## src/rtl/nrs_pkg.sv

```systemverilog
// Package: shared state types, opcodes and result codes of the page read sequencer.
package nrs_pkg;

    typedef enum logic [3:0] {
        S_IDLE,
        S_PRE_RB,
        S_STAT_CMD,
        S_STAT_ADDR,
        S_STAT_RD,
        S_GAP,
        S_SETUP,
        S_ADDR,
        S_CONF,
        S_POST_RB,
        S_MODE
    } seq_state_t;

    typedef enum logic [1:0] {
        STG_PRE,
        STG_POST,
        STG_ECC
    } wait_stage_t;

    localparam logic [7:0] OP_SETUP      = 8'h00;
    localparam logic [7:0] OP_CONFIRM    = 8'h30;
    localparam logic [7:0] OP_STATUS     = 8'h70;
    localparam logic [7:0] OP_STATUS_ENH = 8'h78;
    localparam logic [7:0] OP_DATA_OUT   = 8'h00;

    localparam int SR_RDY_BIT  = 6;
    localparam int SR_FAIL_BIT = 0;

    localparam logic [1:0] ERR_NONE    = 2'd0;
    localparam logic [1:0] ERR_TIMEOUT = 2'd1;
    localparam logic [1:0] ERR_ECC     = 2'd2;

endpackage

```

## src/rtl/nrs_addr_bytes.sv

```systemverilog
// Module: nrs_addr_bytes
// Forms the address bytes for the setup command and the row bytes for the
// enhanced status command, both from the page index, least significant byte first.
// Assumes: the column field is COL_W bits, rounded up to whole bytes on the bus,
// and it is sent as zero.
module nrs_addr_bytes #(
    parameter int COL_W     = 16,
    parameter int ROW_BYTES = 3,
    parameter int IDX_W     = 3
) (
    input  logic [ROW_BYTES*8-1:0] page,
    input  logic [IDX_W-1:0]       idx,
    output logic [7:0]             setup_byte,
    output logic [7:0]             row_byte
);
    localparam int COL_BYTES  = (COL_W + 7) / 8;
    localparam int ADDR_BYTES = COL_BYTES + ROW_BYTES;
    localparam int ADDR_W     = ADDR_BYTES * 8;

    logic [ADDR_W-1:0] full_addr;
    logic [7:0]        setup_arr [ADDR_BYTES];
    logic [7:0]        row_arr   [ROW_BYTES];

    assign full_addr = ADDR_W'(page) << COL_W;

    generate
        for (genvar g = 0; g < ADDR_BYTES; g++) begin : g_setup
            assign setup_arr[g] = full_addr[8*g +: 8];
        end
        for (genvar h = 0; h < ROW_BYTES; h++) begin : g_row
            assign row_arr[h] = page[8*h +: 8];
        end
    endgenerate

    // Select the setup address byte for the current index.
    always_comb begin
        setup_byte = '0;
        for (int k = 0; k < ADDR_BYTES; k++) begin
            if (idx == IDX_W'(k)) setup_byte = setup_arr[k];
        end
    end

    // Select the status row byte for the current index.
    always_comb begin
        row_byte = '0;
        for (int k = 0; k < ROW_BYTES; k++) begin
            if (idx == IDX_W'(k)) row_byte = row_arr[k];
        end
    end

endmodule

```

## src/rtl/nrs_wait_timer.sv

```systemverilog
// Module: nrs_wait_timer
// Holds the wait timeout counter and the poll gap down-counter.
// Assumes: to_clr takes priority over to_run, and gap_load over the countdown.
module nrs_wait_timer #(
    parameter int IV_W = 8,
    parameter int TO_W = 20
) (
    input  logic            clk,
    input  logic            rst_n,
    input  logic            to_clr,
    input  logic            to_run,
    input  logic [TO_W-1:0] to_lim,
    output logic            to_hit,
    input  logic            gap_load,
    input  logic [IV_W-1:0] gap_val,
    output logic            gap_done
);
    logic [TO_W-1:0] to_cnt;
    logic [IV_W-1:0] gap_cnt;

    assign to_hit   = (to_cnt >= to_lim);
    assign gap_done = (gap_cnt == '0);

    // Count the cycles spent waiting, saturating at the limit.
    always_ff @(posedge clk) begin
        if (!rst_n)                to_cnt <= '0;
        else if (to_clr)           to_cnt <= '0;
        else if (to_run && !to_hit) to_cnt <= to_cnt + 1'b1;
    end

    // Count down the idle gap between status polls.
    always_ff @(posedge clk) begin
        if (!rst_n)            gap_cnt <= '0;
        else if (gap_load)     gap_cnt <= gap_val;
        else if (!gap_done)    gap_cnt <= gap_cnt - 1'b1;
    end

    assert_gap_reload_R10: assert property (@(posedge clk) disable iff (!rst_n)
        gap_load |=> (gap_cnt == $past(gap_val)));

endmodule

```

## src/rtl/nrs_bus_decode.sv

```systemverilog
// Module: nrs_bus_decode
// Maps the sequencer state to one bus cycle: latch enables, strobes and byte.
// Assumes: each state lasts exactly one bus cycle, except the wait states,
// which drive nothing.
module nrs_bus_decode import nrs_pkg::*; (
    input  seq_state_t st,
    input  logic       multi,
    input  logic [7:0] setup_byte,
    input  logic [7:0] row_byte,
    output logic       cle,
    output logic       ale,
    output logic       we,
    output logic       re,
    output logic [7:0] dq
);
    // Decode the current phase into pin levels.
    always_comb begin
        cle = 1'b0;
        ale = 1'b0;
        we  = 1'b0;
        re  = 1'b0;
        dq  = 8'h00;
        case (st)
            S_STAT_CMD: begin
                cle = 1'b1;
                we  = 1'b1;
                dq  = multi ? OP_STATUS_ENH : OP_STATUS;
            end
            S_STAT_ADDR: begin
                ale = 1'b1;
                we  = 1'b1;
                dq  = row_byte;
            end
            S_STAT_RD: re = 1'b1;
            S_SETUP: begin
                cle = 1'b1;
                we  = 1'b1;
                dq  = OP_SETUP;
            end
            S_ADDR: begin
                ale = 1'b1;
                we  = 1'b1;
                dq  = setup_byte;
            end
            S_CONF: begin
                cle = 1'b1;
                we  = 1'b1;
                dq  = OP_CONFIRM;
            end
            S_MODE: begin
                cle = 1'b1;
                we  = 1'b1;
                dq  = OP_DATA_OUT;
            end
            default: ;
        endcase
    end

endmodule

```

## src/rtl/nand_page_read_seq.sv

```systemverilog
// Module: nand_page_read_seq
// Sequences the command phase of one NAND page read:
// wait ready, setup, address, confirm, wait done, optional ECC status check,
// and read-mode restore.
// Assumes: one bus cycle per phase; a status byte is valid on nf_dq_in in the
// read-strobe cycle.
module nand_page_read_seq import nrs_pkg::*; #(
    parameter int COL_W     = 16,
    parameter int ROW_BYTES = 3,
    parameter int IV_W      = 8,
    parameter int TO_W      = 20
) (
    input  logic                   clk,
    input  logic                   rst_n,
    input  logic                   start,
    input  logic [ROW_BYTES*8-1:0] page_idx,
    input  logic                   poll_mode,
    input  logic                   ecc_chk,
    input  logic                   multi_plane,
    input  logic [IV_W-1:0]        poll_gap,
    input  logic [TO_W-1:0]        wait_limit,
    output logic                   busy,
    output logic                   done,
    output logic [1:0]             err_code,
    output logic                   nf_cle,
    output logic                   nf_ale,
    output logic                   nf_we,
    output logic                   nf_re,
    output logic [7:0]             nf_dq_out,
    input  logic [7:0]             nf_dq_in,
    input  logic                   nf_ready
);
    localparam int COL_BYTES  = (COL_W + 7) / 8;
    localparam int ADDR_BYTES = COL_BYTES + ROW_BYTES;
    localparam int IDX_W      = $clog2(ADDR_BYTES + 1);
    localparam int PAGE_W     = ROW_BYTES * 8;

    seq_state_t       st;
    wait_stage_t      stg;
    logic [IDX_W-1:0] idx;
    logic [PAGE_W-1:0] page_q;
    logic             poll_q, ecc_q, multi_q, ecc_bad;
    logic [IV_W-1:0]  gap_q;
    logic [TO_W-1:0]  lim_q;
    logic [7:0]       setup_byte, row_byte;
    logic             to_hit, gap_done, waiting, to_clr, gap_load;
    logic             rdy_bit, fail_bit;

    assign busy     = (st != S_IDLE);
    assign rdy_bit  = nf_dq_in[SR_RDY_BIT];
    assign fail_bit = nf_dq_in[SR_FAIL_BIT];

    // Flag the states in which the device is waited on (timeout applies).
    always_comb begin
        waiting = 1'b0;
        case (st)
            S_PRE_RB, S_POST_RB, S_STAT_CMD, S_STAT_ADDR, S_STAT_RD, S_GAP:
                waiting = (stg != STG_ECC);
            default: waiting = 1'b0;
        endcase
    end

    assign to_clr   = (st == S_IDLE && start) || (st == S_CONF);
    assign gap_load = (st == S_STAT_RD) && (stg != STG_ECC) && !rdy_bit;

    nrs_addr_bytes #(
        .COL_W(COL_W), .ROW_BYTES(ROW_BYTES), .IDX_W(IDX_W)
    ) i_addr (
        .page(page_q), .idx(idx),
        .setup_byte(setup_byte), .row_byte(row_byte)
    );

    nrs_wait_timer #(.IV_W(IV_W), .TO_W(TO_W)) i_timer (
        .clk(clk), .rst_n(rst_n),
        .to_clr(to_clr), .to_run(waiting), .to_lim(lim_q), .to_hit(to_hit),
        .gap_load(gap_load), .gap_val(gap_q), .gap_done(gap_done)
    );

    nrs_bus_decode i_bus (
        .st(st), .multi(multi_q),
        .setup_byte(setup_byte), .row_byte(row_byte),
        .cle(nf_cle), .ale(nf_ale), .we(nf_we), .re(nf_re), .dq(nf_dq_out)
    );

    // Main sequencer: state, stage, byte index, captured request and result.
    always_ff @(posedge clk) begin
        if (!rst_n) begin
            st       <= S_IDLE;
            stg      <= STG_PRE;
            idx      <= '0;
            page_q   <= '0;
            poll_q   <= 1'b0;
            ecc_q    <= 1'b0;
            multi_q  <= 1'b0;
            gap_q    <= '0;
            lim_q    <= '0;
            ecc_bad  <= 1'b0;
            done     <= 1'b0;
            err_code <= ERR_NONE;
        end else begin
            done <= 1'b0;
            if (waiting && to_hit) begin
                st       <= S_IDLE;
                done     <= 1'b1;
                err_code <= ERR_TIMEOUT;
            end else begin
                case (st)
                    S_IDLE: if (start) begin
                        page_q  <= page_idx;
                        poll_q  <= poll_mode;
                        ecc_q   <= ecc_chk;
                        multi_q <= multi_plane;
                        gap_q   <= poll_gap;
                        lim_q   <= wait_limit;
                        stg     <= STG_PRE;
                        ecc_bad <= 1'b0;
                        idx     <= '0;
                        st      <= poll_mode ? S_STAT_CMD : S_PRE_RB;
                    end
                    S_PRE_RB: if (nf_ready) st <= S_SETUP;
                    S_STAT_CMD: begin
                        idx <= '0;
                        st  <= multi_q ? S_STAT_ADDR : S_STAT_RD;
                    end
                    S_STAT_ADDR: begin
                        if (idx == IDX_W'(ROW_BYTES - 1)) begin
                            idx <= '0;
                            st  <= S_STAT_RD;
                        end else begin
                            idx <= idx + 1'b1;
                        end
                    end
                    S_STAT_RD: begin
                        if (stg == STG_ECC) begin
                            ecc_bad <= fail_bit;
                            st      <= S_MODE;
                        end else if (rdy_bit) begin
                            if (stg == STG_PRE) begin
                                st <= S_SETUP;
                            end else begin
                                ecc_bad <= ecc_q & fail_bit;
                                st      <= S_MODE;
                            end
                        end else begin
                            st <= S_GAP;
                        end
                    end
                    S_GAP: if (gap_done) st <= S_STAT_CMD;
                    S_SETUP: begin
                        idx <= '0;
                        st  <= S_ADDR;
                    end
                    S_ADDR: begin
                        if (idx == IDX_W'(ADDR_BYTES - 1)) begin
                            idx <= '0;
                            st  <= S_CONF;
                        end else begin
                            idx <= idx + 1'b1;
                        end
                    end
                    S_CONF: begin
                        stg <= STG_POST;
                        st  <= poll_q ? S_STAT_CMD : S_POST_RB;
                    end
                    S_POST_RB: if (nf_ready) begin
                        if (ecc_q) begin
                            stg <= STG_ECC;
                            st  <= S_STAT_CMD;
                        end else begin
                            st       <= S_IDLE;
                            done     <= 1'b1;
                            err_code <= ERR_NONE;
                        end
                    end
                    S_MODE: begin
                        st       <= S_IDLE;
                        done     <= 1'b1;
                        err_code <= ecc_bad ? ERR_ECC : ERR_NONE;
                    end
                    default: st <= S_IDLE;
                endcase
            end
        end
    end

    assert_idle_quiet_R1: assert property (@(posedge clk) disable iff (!rst_n)
        !busy |-> !(nf_cle || nf_ale || nf_we || nf_re));

    assert_setup_after_pin_ready_R2: assert property (@(posedge clk) disable iff (!rst_n)
        (nf_cle && nf_we && st == S_SETUP && !poll_q) |-> $past(nf_ready));

    assert_pin_mode_no_status_R3: assert property (@(posedge clk) disable iff (!rst_n)
        (busy && !poll_q && !ecc_q) |->
        !(nf_cle && nf_we && (nf_dq_out == OP_STATUS || nf_dq_out == OP_STATUS_ENH)));

    assert_mode_restore_R7: assert property (@(posedge clk) disable iff (!rst_n)
        (done && err_code != ERR_TIMEOUT && (poll_q || ecc_q)) |->
        $past(nf_cle && nf_we && nf_dq_out == OP_DATA_OUT));

    assert_done_pulse_R11: assert property (@(posedge clk) disable iff (!rst_n)
        done |=> !done);

    assert_done_not_busy_R11: assert property (@(posedge clk) disable iff (!rst_n)
        done |-> !busy);

    assert_err_only_with_done_R11: assert property (@(posedge clk) disable iff (!rst_n)
        (err_code != $past(err_code)) |-> done);

endmodule

```

## config.mk

```make
export PLATFORM = sky130hd
export DESIGN_NAME = nand_page_read_seq
export DESIGN_NICKNAME = d
export VERILOG_FILES = /design/src/rtl/nrs_pkg.sv /design/src/rtl/nrs_addr_bytes.sv /design/src/rtl/nrs_wait_timer.sv /design/src/rtl/nrs_bus_decode.sv /design/src/rtl/nand_page_read_seq.sv
export SDC_FILE = /design/constraint.sdc
export NUM_CORES = 1
export LEC_CHECK = 0
export BUFFER_PORTS_ARGS = -buffer_cell sky130_fd_sc_hd__buf_2
export CORE_UTILIZATION = 55
export DETAILED_ROUTE_END_ITERATION = 7
export GPL_TIMING_DRIVEN = 0
export HOLD_SLACK_MARGIN = 0.02
export PLACE_DENSITY = 0.77
export RECOVER_POWER = 100
export SLEW_MARGIN = 20
export SYNTH_ARGS = -nofsm -noshare
export SYNTH_HDL_FRONTEND = slang
export SYNTH_HIERARCHICAL = 1
export SYNTH_SLANG_ARGS = --single-unit
```

## constraint.sdc

```tcl
create_clock -name clk -period 2.7 [get_ports clk]
set_input_delay 0.54 -clock clk [delete_from_list [all_inputs] [get_ports clk]]
set_output_delay 0.54 -clock clk [all_outputs]
set_load 0.005 [all_outputs]
```

==> insert_results.sql <==
INSERT INTO impl_metrics (metric_group, metric, value, unit) VALUES
('placed_design', 'port_buf_inserts', '76', ''),
('placed_design', 'globalplace.congestion', '0.875', ''),
('route', 'totalWireLength', '13700', 'um'),
('logic_synthesis', 'yosysWarnings', '6', ''),
('timing', 'finalClockSkew', '0.00673', 'ns'),
('route', 'drtPass1Iterations', '6', ''),
('finish', 'mostFrequentLayoutCells', 'sky130_fd_sc_hd__nand2_1, sky130_fd_sc_hd__a21oi_1, sky130_fd_sc_hd__dfxtp_1, sky130_fd_sc_hd__buf_2, sky130_fd_sc_hd__inv_1', ''),
('clocking', 'cts_max_level', '3', ''),
('logic_synthesis', 'post_synth_num_cell_types', '71', ''),
('logic_synthesis', 'synth_enable_flop_cells', '0', ''),
('finish', 'layout_commonest_cell', 'sky130_fd_sc_hd__nand2_1', ''),
('finish', 'register_area', '0.00193', 'sq mm'),
('floorplan', 'die-area', '0.0104', 'sq mm'),
('critical_path', 'cp.required', '3.00', 'ns'),
('critical_path', 'worstSetupEndpointType', 'flop', ''),
('logic_synthesis', 'synth_area', '0.00547', 'sq mm'),
('route', 'post_drt_wl_per_cell', '14.9', 'um'),
('power_and_ir_drop', 'totalPowerFinal', '5.66', 'mW'),
('finish', 'drive_above_1_share', '18.4', '%'),
('finish', 'fillers', '892', ''),
('logic_synthesis', 'synth.net_count', '785', ''),
('global_routing', 'grt_remaining_overflow', '0', ''),
('floorplan', 'start_util', '56.2', '%'),
('floorplan', 'die_height', '102', 'um'),
('route', 'detail-route-antenna-nets', '0', ''),
('floorplan', 'num_rows', '36', ''),
('global_routing', 'groute.usage.overall', '27.9', '%'),
('logic_synthesis', 'postSynth.topFlopCell', 'sky130_fd_sc_hd__dfxtp_1', ''),
('power_and_ir_drop', 'seqPwrFrac', '34.4', '%'),
('finish', 'design.final.nets', '879', ''),
('finish', 'multiInputGateArea', '0.00318', 'sq mm'),
('global_routing', 'grt_max_degree', '17', ''),
('logic_synthesis', 'synth-compound-area-share', '21.8', '%'),
('route', 'first_iter_violations', '265', ''),
('floorplan', 'core-area', '0.00973', 'sq mm'),
('job', 'timing.max_cap.violations', '0', ''),
('logic_synthesis', 'syn_area_per_cell', '7.91', 'sq um'),
('critical_path', 'reg2reg_setup_slack', '0.13', 'ns'),
('route', 'route.detailed.drc', '0', ''),
('status', 'run_status', 'finished, final reports clean', ''),
('floorplan', 'die_extent_in_x', '102', 'um'),
('global_routing', 'grt_antenna_before_repair', '0', ''),
('route', 'post_drt_via_cell_ratio', '5.54', ''),
('timing', 'timing_worst_slew_pin_value', '0.694', 'ns'),
('timing', 'max_freq', '389', 'MHz'),
('logic_synthesis', 'synth_sequential_area_ratio', '35.1', '%'),
('critical_path', 'reg2reg_from', 'i_timer/to_cnt[0]', ''),
('critical_path', 'critical_path_class', 'flop to flop', ''),
('finish', 'insertedDiodeCount', '0', ''),
('power_and_ir_drop', 'total_leakage_power', '2.35', 'nW'),
('timing', 'final-hold-violation-count', '0', ''),
('critical_path', 'cp.arrival', '2.88', 'ns'),
('worst_hold_path', 'worst_hold_path_type', 'primary input to flop', ''),
('power_and_ir_drop', 'net-switching-power', '2.42', 'mW'),
('worst_hold_path', 'holdPathStages', '3', ''),
('clocking', 'clk_path_buf_depth', '2', ''),
('critical_path', 'start_kind', 'flop', ''),
('finish', 'area_growth_syn_to_layout', '14.2', '%'),
('placed_design', 'detailedPlacementHpwl', '10100', 'um'),
('timing', 'max-slew-margin-rel', '53.5', '%'),
('global_routing', 'global_route_wire_length_before_repair', '22300', 'um'),
('finish', 'final_design_area_no_fill', '0.00625', 'sq mm'),
('critical_path', 'rr_endpoint', 'st[3]', ''),
('timing', 'total_negative_setup_slacks', '0', 'ns'),
('global_routing', 'number_of_global_route_vias_before_repair', '4799', ''),
('logic_synthesis', 'synth-seq-cells', '96', ''),
('power_and_ir_drop', 'switching_fraction', '42.7', '%'),
('logic_synthesis', 'yosys-mux-area-fraction', '3.82', '%'),
('placed_design', 'dpl_cell_area', '0.00602', 'sq mm'),
('power_and_ir_drop', 'power_frac_clock', '15.4', '%'),
('clocking', 'clkTransAtPathRegs', '0.09', 'ns');
-- routing by layer --
metal | wire [um] | track usage, % | share of wire (%)
met1 | 6080 | 34.8 | 44
met2 | 6560 | 46.7 | 48
met3 | 739 | 6.63 | 5.4
met4 | 333 | 10.1 | 2.4
met5 | 0 | 0 | 0
-- cells in the mapped netlist, drive strengths merged (3+ instances only) --
cell,number,area share [%]
mux2i,19,3.6
or3,11,1.3
nor3b,3,0.71
nand3b,4,0.62
nor3,13,1.3
and3,4,0.46
buf,29,3.5
nand2b,14,1.7
nor4,4,0.73
and2,6,0.69
nand3,13,1.2
o32ai,9,2.7
nor2,27,1.9
a211oi,4,0.55
o22ai,5,0.69
o2bb2ai,8,1.3
o31ai,8,1.1
dfxtp,96,35
xnor2,6,0.96
nand4,6,0.69
inv,48,3.3
nor2b,7,0.80
a21oi,99,9.1
clkbuf,9,0.62
o21ai,31,2.8
ha,26,5.9
or4,9,1.3
nand2,144,9.9
-- per-stage QoR --
| step | util [%] | std cells |
|---|---|---|
| 2_1_floorplan | - | 692 |
| 3_3_place_gp | 61.9 | 901 |
| 3_5_place_dp | 61.9 | 901 |
| 4_1_cts | 64.1 | 919 |
| 5_1_grt | 64.2 | 922 |
| 6_report | 64.2 | 922 |
-- registers in the layout, summed over array words and instances, names as in the netlist --
register / count
lim_q: 20
stg: 2
i_timer/to_cnt: 20
multi_q: 1
done: 1
poll_q: 1
st: 4
page_q: 24
gap_q: 8
ecc_q: 1
err_code: 2
idx: 3
ecc_bad: 1
i_timer/gap_cnt: 8
-- worst max-delay path: stages (launching register included) --
cell and delay [ns]:
sky130_fd_sc_hd__dfxtp_2 0.36, sky130_fd_sc_hd__inv_1 0.07, sky130_fd_sc_hd__ha_1 0.27, sky130_fd_sc_hd__nand2b_4 0.14, sky130_fd_sc_hd__a2111oi_4 0.29, sky130_fd_sc_hd__o31a_2 0.21
sky130_fd_sc_hd__o21ai_0 0.10, sky130_fd_sc_hd__a211o_1 0.30, sky130_fd_sc_hd__buf_4 0.15, sky130_fd_sc_hd__nand2_1 0.20, sky130_fd_sc_hd__nand2_1 0.18, sky130_fd_sc_hd__o22ai_1 0.20
-- logic make-up after synthesis --
| logic type | count (synthesis) |
|---|---|
| AO/OA/AOI/OAI | 184 |
| XOR/XNOR | 6 |
| adder cells (fa/ha/maj) | 26 |
| buffers and inverters | 86 |
| flip-flops | 96 |
| multiplexers | 20 |
| AND/OR/NAND/NOR | 274 |
-- worst max-delay path by stage --
stage	endpoint	startpoint	slack [ns]
floorplan	idx[0]	i_timer/to_cnt[0]	0.29
global placement	ecc_bad	i_timer/to_cnt[0]	-0.03
detailed placement	ecc_bad	i_timer/to_cnt[0]	-0.12
CTS	idx[0]	i_timer/to_cnt[0]	0.01
global route	i_timer/to_cnt[7]	st[3]	-0.01
finish	st[3]	i_timer/to_cnt[0]	0.13
-- power by group through the flow --
| stage | combinational [mW] | clock, mW | sequential, mW |
|---|---|---|---|
| after floorplan | 2.04 | 0 | 1.90 |
| after global placement | 2.64 | 0 | 1.95 |
| after detailed placement | 2.69 | 0 | 1.97 |
| after CTS | 2.81 | 0.895 | 1.94 |
| after global routing | 3.14 | 0.953 | 1.98 |
| final | 2.84 | 0.871 | 1.95 |
-- final cells by class --
| cell class | count | share of cell area (%) |
|---|---|---|
| multi-input cells | 510 | 50.9 |
| well taps | 133 | 2.66 |
| inverters | 48 | 2.88 |
| flip-flops and latches | 96 | 30.9 |
| repair buffers | 83 | 6.83 |
| plain buffers | 38 | 3.12 |
| clock buffers | 14 | 2.76 |
-- what timing repair did --
| item | CTS | global route |
|---|---|---|
| pin swaps | 3 | 7 |
| endpoints found under the setup margin | 20 | 26 |
| gates resized for setup | 5 | 9 |
| setup buffers | 4 | 3 |
(Power assumes the default switching activity.)
